File: src/rtl/crc32_vw_pkg.sv
`timescale 1ns/1ps
// Package: shared constants, speed-code type and a reference step function
// used by the engine's assertions. Assumes a 32-bit CRC over an 8-bit port.
package crc32_vw_pkg;
    localparam int CRC_W  = 32;
    localparam int DATA_W = 8;
    localparam int SPD_W  = 2;
    localparam logic [CRC_W-1:0] CRC_POLY    = 32'h04C1_1DB7;
    localparam logic [CRC_W-1:0] CRC_PRESET  = 32'hFFFF_FFFF;
    localparam logic [CRC_W-1:0] CRC_RESIDUE = 32'hC704_DD7B;

    typedef enum logic [SPD_W-1:0] {
        SPD_QUARTER = 2'b00,
        SPD_HALF    = 2'b01,
        SPD_FULL    = 2'b10,
        SPD_FULL_B  = 2'b11
    } speed_code_e;

    // Serial update over n bits, lowest index first (assertion reference).
    function automatic logic [CRC_W-1:0] crc_multi_step(
        input logic [CRC_W-1:0]  s,
        input logic [DATA_W-1:0] bits,
        input int                n
    );
        logic [CRC_W-1:0] acc;
        logic             fb;
        acc = s;
        for (int i = 0; i < n; i++) begin
            fb  = acc[CRC_W-1] ^ bits[i];
            acc = {acc[CRC_W-2:0], 1'b0} ^ (fb ? CRC_POLY : '0);
        end
        return acc;
    endfunction
endpackage

File: src/rtl/crc32_bit_stage.sv
`timescale 1ns/1ps
// One-bit CRC update: shifts the state left by one and folds in the
// polynomial when the incoming bit differs from the state MSB.
// Assumes a non-reflected state; purely combinational.
module crc32_bit_stage #(
    parameter int              CRC_W = 32,
    parameter logic [CRC_W-1:0] POLY = 32'h04C1_1DB7
) (
    input  logic [CRC_W-1:0] s_in,
    input  logic             bit_in,
    output logic [CRC_W-1:0] s_out
);
    logic feedback;

    // Feedback bit and conditional polynomial fold.
    always_comb begin
        feedback = s_in[CRC_W-1] ^ bit_in;
        s_out    = {s_in[CRC_W-2:0], 1'b0} ^ (feedback ? POLY : '0);
    end
endmodule

File: src/rtl/crc32_stage_chain.sv
`timescale 1ns/1ps
// Unrolled chain of DATA_W one-bit stages. Stage k consumes din[k] and the
// output of stage k-1; the chain exposes the outputs after a quarter, a half
// and all of the port width. Assumes DATA_W is a multiple of 4.
module crc32_stage_chain #(
    parameter int              CRC_W  = 32,
    parameter int              DATA_W = 8,
    parameter logic [CRC_W-1:0] POLY  = 32'h04C1_1DB7
) (
    input  logic [CRC_W-1:0]  state_in,
    input  logic [DATA_W-1:0] din,
    output logic [CRC_W-1:0]  tap_lo,
    output logic [CRC_W-1:0]  tap_mid,
    output logic [CRC_W-1:0]  tap_hi
);
    localparam int TAP_LO  = DATA_W / 4;
    localparam int TAP_MID = DATA_W / 2;
    localparam int TAP_HI  = DATA_W;

    logic [DATA_W:0][CRC_W-1:0] link;

    // Chain head is the registered state.
    always_comb link[0] = state_in;

    for (genvar k = 0; k < DATA_W; k++) begin : g_stage
        crc32_bit_stage #(.CRC_W(CRC_W), .POLY(POLY)) u_stage (
            .s_in   (link[k]),
            .bit_in (din[k]),
            .s_out  (link[k+1])
        );
    end

    // Tap points offered to the width multiplexer.
    always_comb begin
        tap_lo  = link[TAP_LO];
        tap_mid = link[TAP_MID];
        tap_hi  = link[TAP_HI];
    end
endmodule

File: src/rtl/crc32_tap_select.sv
`timescale 1ns/1ps
// Width multiplexer: chooses which chain tap becomes the next state from the
// speed code. Both upper codes select the full-width tap.
module crc32_tap_select
    import crc32_vw_pkg::*;
#(
    parameter int CRC_W = 32
) (
    input  logic [SPD_W-1:0] speed,
    input  logic [CRC_W-1:0] tap_lo,
    input  logic [CRC_W-1:0] tap_mid,
    input  logic [CRC_W-1:0] tap_hi,
    output logic [CRC_W-1:0] next_state
);
    // Speed-code decode to tap choice.
    always_comb begin
        unique case (speed_code_e'(speed))
            SPD_QUARTER: next_state = tap_lo;
            SPD_HALF:    next_state = tap_mid;
            default:     next_state = tap_hi;
        endcase
    end
endmodule

File: src/rtl/crc32_out_format.sv
`timescale 1ns/1ps
// Output formatting: reflects and inverts the state into the check value and
// flags the good-frame residue. Purely combinational.
module crc32_out_format #(
    parameter int               CRC_W   = 32,
    parameter logic [CRC_W-1:0] RESIDUE = 32'hC704_DD7B
) (
    input  logic [CRC_W-1:0] state,
    output logic [CRC_W-1:0] crc_out,
    output logic             match
);
    for (genvar i = 0; i < CRC_W; i++) begin : g_reflect
        // Bit i of the check value comes from state bit CRC_W-1-i, inverted.
        always_comb crc_out[i] = ~state[CRC_W-1-i];
    end

    // Residue compare for receive checking.
    always_comb match = (state == RESIDUE);
endmodule

File: src/rtl/crc32_var_width.sv
`timescale 1ns/1ps
// Top: CRC-32 engine consuming 2, 4 or 8 bits of din per enabled clock.
// Holds the state register; reset and init preset it to all ones.
// Assumes din and speed are stable around the clock edge.
module crc32_var_width
    import crc32_vw_pkg::*;
(
    input  logic              clk,
    input  logic              rst_n,
    input  logic              init,
    input  logic              en,
    input  logic [DATA_W-1:0] din,
    input  logic [SPD_W-1:0]  speed,
    output logic [CRC_W-1:0]  crc_out,
    output logic              match
);
    localparam int W_LO  = DATA_W / 4;
    localparam int W_MID = DATA_W / 2;

    logic [CRC_W-1:0] state_q;
    logic [CRC_W-1:0] tap_lo, tap_mid, tap_hi;
    logic [CRC_W-1:0] next_state;

    crc32_stage_chain #(.CRC_W(CRC_W), .DATA_W(DATA_W), .POLY(CRC_POLY)) u_chain (
        .state_in (state_q),
        .din      (din),
        .tap_lo   (tap_lo),
        .tap_mid  (tap_mid),
        .tap_hi   (tap_hi)
    );

    crc32_tap_select #(.CRC_W(CRC_W)) u_sel (
        .speed      (speed),
        .tap_lo     (tap_lo),
        .tap_mid    (tap_mid),
        .tap_hi     (tap_hi),
        .next_state (next_state)
    );

    // State register: reset, then init, then enabled update.
    always_ff @(posedge clk) begin
        if (!rst_n)     state_q <= CRC_PRESET;
        else if (init)  state_q <= CRC_PRESET;
        else if (en)    state_q <= next_state;
    end

    crc32_out_format #(.CRC_W(CRC_W), .RESIDUE(CRC_RESIDUE)) u_fmt (
        .state   (state_q),
        .crc_out (crc_out),
        .match   (match)
    );


    hold_when_idle_chk: assert property (@(posedge clk) disable iff (!rst_n)
        (!init && !en) |=> (state_q == $past(state_q)));


    init_preset_chk: assert property (@(posedge clk) disable iff (!rst_n)
        init |=> (state_q == CRC_PRESET));


    quarter_step_chk: assert property (@(posedge clk) disable iff (!rst_n)
        (!init && en && speed == SPD_QUARTER) |=>
        (state_q == crc_multi_step($past(state_q), $past(din), W_LO)));


    chain_compose_chk: assert property (@(posedge clk) disable iff (!rst_n)
        tap_hi == crc_multi_step(tap_mid, din >> W_MID, DATA_W - W_MID));
endmodule

File: config.mk
export PLATFORM = sky130hd
export DESIGN_NAME = crc32_var_width
export DESIGN_NICKNAME = d
export VERILOG_FILES = /design/src/rtl/crc32_vw_pkg.sv /design/src/rtl/crc32_bit_stage.sv /design/src/rtl/crc32_stage_chain.sv /design/src/rtl/crc32_tap_select.sv /design/src/rtl/crc32_out_format.sv /design/src/rtl/crc32_var_width.sv
export SDC_FILE = /design/constraint.sdc
export NUM_CORES = 1
export LEC_CHECK = 0
export CORE_AREA = 10 10 139 141
export CTS_CLUSTER_SIZE = 25
export DETAILED_ROUTE_END_ITERATION = 8
export DIE_AREA = 0 0 149 151
export DONT_BUFFER_PORTS = 1
export REMOVE_ABC_BUFFERS = 1
export SLEW_MARGIN = 20
export SYNTH_ARGS = -nofsm -noshare
export SYNTH_HDL_FRONTEND = slang
export SYNTH_HIERARCHICAL = 1
export SYNTH_SLANG_ARGS = --single-unit
File: constraint.sdc
create_clock -name clk -period 2.7 [get_ports clk]
set_input_delay 0.54 -clock clk [delete_from_list [all_inputs] [get_ports clk]]
set_output_delay 0.54 -clock clk [all_outputs]
set_load 0.05 [all_outputs]
# ---- Word-level counts from Yosys, hierarchy flattened
# Index checks and enable logic that the tools add are counted.
dict set report totals {
  inputBits 14
  output_inout_bits 33
  reg_bits 32
}
dict set report op_classes {
  n_reduce_logical 2
  bitwise 49
  mux 9
  n_eq_ne 2
}
# cell n
set op_table {}
lappend op_table {{XOR 32 x 27 -> 32 bit} 8}
lappend op_table {{2-to-1 mux 27 bit} 8}
lappend op_table {{case mux 32 bit (2 select lines)} 1}
lappend op_table {{NOT 1 bit} 33}
lappend op_table {{== test 32 bit (second input constant)} 1}
lappend op_table {{XOR 1 bit} 8}
lappend op_table {{== test 2 x 1 -> 1 bit (second input constant)} 1}
lappend op_table {{logical NOT 2 bit} 1}
lappend op_table {{OR reduction 2 bit} 1}

# ---- Depth between registers and ports, before layout
# Gate-level depths: netlist of run 1.
dict set report logic_depth {
  ltp_word 25
  mapped_depth 16
}

# ---- Modules after synthesis
# Netlist of run 1, hierarchy kept.
# module instances area_per_inst_um2 cells_each
set modules_own_cells {}
lappend modules_own_cells {crc32_bit_stage 8 509.2 36}
lappend modules_own_cells {crc32_var_width 1 1163.6 105}
lappend modules_own_cells {crc32_tap_select 1 714.4 107}
lappend modules_own_cells {crc32_out_format 1 192.7 43}

# ---- Worst setup path before layout of run 1
# Ideal clock, no wire load.
dict set report synth_path {
  path_kind {input to register}
  startpoint {input port din[0]}
  endpoint {register state_q[23]}
  stages 14
  path_buffers 7
  setup_slack_ns -0.228
  arrival_time_ns 2.809
  cell_sequence {xor3_4 > buf_4 > buf_4 > buf_4 > buf_4 > buf_4 > buf_6 > buf_6 > xor3_1 > xor3_4 > nand2_1 > o21ai_1 > mux2i_1 > nand2_1}
}
# item line
set synth_rtl {}
lappend synth_rtl {{start: declaration} crc32_var_width.sv:12} ;# input logic [DATA_W-1:0] din,
lappend synth_rtl {{end signal: assignment} crc32_var_width.sv:44} ;# else if (en) state_q <= next_state;
lappend synth_rtl {{end: declaration} crc32_var_width.sv:20} ;# logic [CRC_W-1:0] state_q;

# ---- Worst setup path after layout of run 1
dict set report layout_path {
  startpoint {register state_q[28]}
  endpoint {output port match}
}
dict set report layout_between {
  elab_chain_len 1
}
# item line
set layout_rtl {}
lappend layout_rtl {{== test 32 bit} crc32_out_format.sv:18} ;# always_comb match = (state == RESIDUE);
lappend layout_rtl {{end: declaration} crc32_var_width.sv:15} ;# output logic match
# No other way between the ends.

==> impl_metrics.json, run 1 <==
{
  "yosysSeqAreaShare": 0.104,
  "slew_headroom": 0.594,
  "die_area_um2": 22500,
  "drtPass1Iterations": 4,
  "cts_tree": "built",
  "io_pins": 47,
  "synth_edf_count": 0,
  "vias": 2785,
  "drc": 0,
  "critical_path.max_stage_delay_ns": 0.47,
  "rows": 47,
  "start_util": 0.373,
  "crit_chain": "buf_4, buf_4, nor4b_1, nand4_1, nor2_1, buf_4",
  "powerDensity_nw_per_um2": 546,
  "routed_wl_mm": 12.2,
  "grtUsageTotal": 0.109,
  "gp_congestion": 0.785,
  "ir_drop_v": 0.000232,
  "fin_skew_ns": 0.00551,
  "grt_first_pass_wirelength_mm": 18.6,
  "ys_types": 21,
  "grt_max_degree": 65,
  "path_clk_slew_ns": 0.06,
  "cp_top_family": "buffers and inverters",
  "cp_slowest_cell": "dfxtp_1",
  "synthesis.area_um2": 6140,
  "cts_sinks": 32,
  "arrival_ns": 2.07,
  "power.total_mw": 2.80,
  "fin_cells": 593,
  "largest-register": "state_q",
  "hold_path_class": "primary input to register",
  "end_kind": "primary output",
  "worst-path-stages": 6,
  "drt_iter0_drc": 169,
  "drive_gt1_frac": 0.164,
  "ys_ff_latch": 32,
  "critPathKind": "register to primary output",
  "io_buffers": 0,
  "async_reset_ff_frac": 0,
  "cap_viol_max_count": 0,
  "rsz0062_at_grt": "false",
  "yosys_warnings": 6,
  "avgSynthCellArea_um2": 11.3,
  "insertion_delay_ns": 0.28,
  "grt_pass1_vias": 2896,
  "setup_viol": 0,
  "diodes": 0,
  "hold_slack_ns": 0.405,
  "dpl.cell_count": 585,
  "dieHeight_um": 151,
  "whs_path_depth": 2,
  "finalNetCount": 386,
  "leakage_nw": 3.31,
  "cts-root-buf": "clkbuf_16",
  "synth_cells": 543,
  "cts_buffers": 5,
  "hpwl_mm": 8.29,
  "synth_flop_cell": "dfxtp_1",
  "largest_register_ffs": 32,
  "post_dp_cell_area_um2": 4970,
  "outcome": "completed",
  "grt-ovfl-total": 0,
  "die_w_um": 149,
  "postRouteAntennaNets": 0,
  "antenna_found_initial": 0,
  "core-area_um2": 16500,
  "htree_levels": 2,
  "crit_buf_inv": 3,
  "hold_viol": 0,
  "largestRegisters": "state_q: 32 flops",
  "critPathMostFrequentCell": "buf_4",
  "reg2reg_depth": 11,
  "design_area_um2": 5120,
  "wl_per_cell_um": 20.6,
  "clk_path_buf_depth": 2,
  "cp-start-kind": "register",
  "area_growth_pct": -16.7,
  "max_freq_mhz": 383,
  "crit_fanout": 10,
  "min_period_over_period": 0.966,
  "slew_viol_final": 0,
  "period_minus_slack_ns": 2.61,
  "worstMarginPinSlew_ns": 0.608,
  "crit_required_ns": 2.16,
  "viasPerCell": 4.70
}
[stage by stage]
step	TNS, ns	worst slack, ns	util
global route	0	0.0203	0.311
global placement	0	0.0172	0.302
floorplan	-0.546	-0.279	-
CTS	0	0.0926	0.311
finish	0	0.0921	0.311
detailed placement	-0.0102	-0.0102	0.302
[final cells by class]
| class | count | area (um^2) |
|---|---|---|
| inverters | 32 | 120 |
| flip-flops and latches | 32 | 642 |
| well taps | 220 | 275 |
| multi-input cells | 284 | 3790 |
| clock buffers | 6 | 139 |
| clock inverters | 2 | 10.0 |
| repair buffers | 17 | 140 |
| fillers | 1694 | 11300 |
[cell usage after synthesis (3+ instances only)]
cell     instances  area share
xor3_4          32        0.14
buf_2           11      0.0090
mux2i_1         64        0.10
dfxtp_1         32        0.10
xor3_1          72        0.28
buf_8            3      0.0073
o21ai_1         28       0.023
xor2_1           8       0.011
buf_4          152        0.19
buf_12           3      0.0098
inv_1           32       0.020
nand4_1          5      0.0051
buf_6           26       0.048
nand2_1         64       0.039
[layout by cell type, fill, tap and decap left out, drive strengths merged, types with 2 or more instances in the layout]
cell type  count
clkbuf         6
nor4b          2
xor2           8
o21ai         32
nand4          5
dfxtp         32
clkinv         2
inv           32
buf           17
nand2         64
mux2i         64
nor4           2
xor3         104
[metal layers]
layer | up-vias | part of all wire | routed length (um) | GRT usage
met5 | - | 0 | 0 | 0
met2 | 99 | 0.44 | 5350 | 0.163
met1 | 1383 | 0.47 | 5700 | 0.151
li1 | 1294 | - | - | -
met4 | 0 | 0.0087 | 106 | 0.0201
met3 | 9 | 0.087 | 1060 | 0.0361
[worst paths after layout]
kind	start	to	slack, ns
max	state_q[28]$_SDFFE_PP1P_	match	0.09
min	en	state_q[14]$_SDFFE_PP1P_	0.40
max reg2reg	state_q[31]$_SDFFE_PP1P_	state_q[7]$_SDFFE_PP1P_	0.13
min reg2reg	state_q[24]$_SDFFE_PP1P_	state_q[24]$_SDFFE_PP1P_	0.57
[kinds of logic after synthesis]
logic type	synth area share
buffers and inverters	0.279
XOR/XNOR	0.433
AND/OR/NAND/NOR	0.0519
multiplexers	0.104
AO/OA/AOI/OAI	0.0273
flip-flops	0.104
[power breakdown]
part	leakage (nW)	total [mW]	switching, mW	internal [mW]
clock	0.0766	0.594	0.230	0.364
sequential	0.262	0.571	0.0639	0.507
combinational	2.98	1.63	0.627	1.00
total	3.31	2.80	0.921	1.88
[repair_timing]
item	CTS	global route
buffers inserted	0	0
gates resized for setup	0	1
hold buffers	0	0
endpoints found under the setup margin	0	2
No activity file was read; power rests on OpenSTA's default activity.
==> run 2, diff against run 1 <==
Settings changed: CAP_MARGIN set to 20, GPL_ROUTABILITY_DRIVEN set to 1.
==> results of run 2 <==
Same layout as run 1: the final DEF is identical, and so are final timing and power.
==> run 3, diff against run 2 <==
Settings changed: CTS_BUF_LIST set to sky130_fd_sc_hd__clkbuf_4.
==> impl_metrics.json, run 3 (synthesized netlist as in run 1, its figures left out) <==
{
  "outcome": "completed",
  "die_area_um2": 22500,
  "area_growth_pct": -18.0,
  "combPwrFrac": 0.653,
  "cts_hold_buf": 0,
  "cap_viol_max_count": 0,
  "crit_fanout": 10,
  "clk_path_buf_depth": 2,
  "routed_wl_mm": 12.3,
  "cts_buffers": 5,
  "hold_slack_ns": 0.326,
  "hold_path_class": "primary input to register",
  "core-area_um2": 16500,
  "die_w_um": 149,
  "drc": 0,
  "fin_ws_ns": 0.0880,
  "end_kind": "primary output",
  "p_seq_frac": 0.229,
  "max_freq_mhz": 383,
  "vias": 2768,
  "leakage_nw": 3.27,
  "start_util": 0.373,
  "critPathKind": "register to primary output",
  "insertion_delay_ns": 0.36,
  "min_period_over_period": 0.967,
  "grtUsageTotal": 0.109,
  "grt-ovfl-total": 0,
  "swShare": 0.357,
  "hold_viol": 0,
  "worstMarginPinSlew_ns": 0.471,
  "slew_headroom": 0.685,
  "grt_first_pass_wirelength_mm": 18.6,
  "viasPerCell": 4.67,
  "cts-root-buf": "clkbuf_4",
  "intPower_mw": 1.61,
  "hpwl_mm": 8.29,
  "crit_required_ns": 2.16,
  "power.total_mw": 2.50,
  "io_buffers": 0,
  "rsz0062_at_grt": "false",
  "diodes": 0,
  "fin_skew_ns": 0.0162,
  "final_common_cell": "xor3_1",
  "dp_slack_ns": -0.0102,
  "clockPowerShare": 0.118,
  "dieHeight_um": 151,
  "largest_register_ffs": 32,
  "rows": 47,
  "crit_chain": "buf_4, nor4_2, nand4_1, nor2_2, buf_4",
  "p_sw_mw": 0.891,
  "htree_levels": 2,
  "postRouteAntennaNets": 0,
  "utilization": 0.306,
  "setup_viol": 0,
  "grt_pass1_vias": 2918,
  "post_cts_buffers": 0,
  "io_pins": 47,
  "critPathMostFrequentCell": "buf_4",
  "top_usage_layer": "met2",
  "cts_sinks": 32,
  "drive_gt1_frac": 0.174,
  "arrival_ns": 2.07,
  "most-common-layout-cells": "72 x xor3_1, 64 x mux2i_1, 64 x nand2_1",
  "gp_congestion": 0.785,
  "grt_max_degree": 65,
  "period_minus_slack_ns": 2.61,
  "drt_iter0_drc": 181,
  "drtPass1Iterations": 5,
  "cp_slowest_cell": "dfxtp_1",
  "cts_tree": "built",
  "cp-start-kind": "register",
  "largestRegisters": "state_q: 32 flops",
  "largest-register": "state_q",
  "critical_path.max_stage_delay_ns": 0.47,
  "ir_drop_v": 0.000176,
  "grt_use_met2": 0.163,
  "finalNetCount": 386,
  "wl_per_cell_um": 20.7,
  "slew_viol_final": 0,
  "antenna_found_initial": 0,
  "gr-usage-met3": 0.0361,
  "powerDensity_nw_per_um2": 496,
  "timing.setup.tns_ns": 0,
  "path_clk_slew_ns": 0.13,
  "grt_use_met1": 0.151
}
[run 3: cell types whose count changed in the layout (fill, tap and decap cells not counted), moves of 3 or more]
cell / previous run / this run
dfxtp_1: 31 / 28
clkbuf_4: 0 / 5
clkbuf_16: 5 / 0
dfxtp_2: 1 / 4
[run 3: power by group through the flow]
| stage | registers [mW] | logic [mW] | clock network (mW) |
|---|---|---|---|
| global placement | 0.580 | 1.61 | 0 |
| global route | 0.578 | 1.76 | 0.331 |
| finish | 0.572 | 1.63 | 0.294 |
| CTS | 0.573 | 1.64 | 0.311 |
| detailed placement | 0.583 | 1.63 | 0 |
| floorplan | 0.575 | 1.41 | 0 |
[run 3: timing repair]
item                                   CTS  global route
gates cloned                             0             0
endpoints found under the hold margin    0             0
pin swaps                                0             0
resized for setup                        2             5
setup endpoints to repair                1             4
[run 3: final cells by class]
cell class	count	area, um^2
Sequential cell	32	646
Tap cell	220	275
Timing Repair Buffer	17	144
Inverter	32	120
Multi-Input combinational cell	284	3800
Clock inverter	3	13.8
Clock buffer	5	37.5
Fill cell	1700	11400
[run 3: stage by stage]
step | cells | cell area [um^2]
after global routing | 593 | 5040
final | 593 | 5040
after detailed placement | 585 | 4970
after global placement | 585 | 4970
after CTS | 593 | 5030
after floorplan | 348 | 4550
[run 3: final timing paths]
check	start	endpoint	slack, ns	cells after the start
worst max-delay path	state_q[29]$_SDFFE_PP1P_	match	0.09	5
worst min-delay path	en	state_q[19]$_SDFFE_PP1P_	0.33	2
worst max register to register	state_q[31]$_SDFFE_PP1P_	state_q[7]$_SDFFE_PP1P_	0.16	11
worst min register to register	state_q[14]$_SDFFE_PP1P_	state_q[14]$_SDFFE_PP1P_	0.59	2
[run 3: critical path, delay by kind of cell, from the launching register on]
| kind | cells | cell delay, ns |
|---|---|---|
| buffers and inverters | 2 | 0.49 |
| flip-flops | 1 | 0.47 |
| AND/OR/NAND/NOR | 3 | 0.74 |
[run 3: routing by layer]
layer,share of wire,vias up
li1,-,1293
met1,0.47,1363
met2,0.43,101
met3,0.088,11
met4,0.011,0
met5,0,-
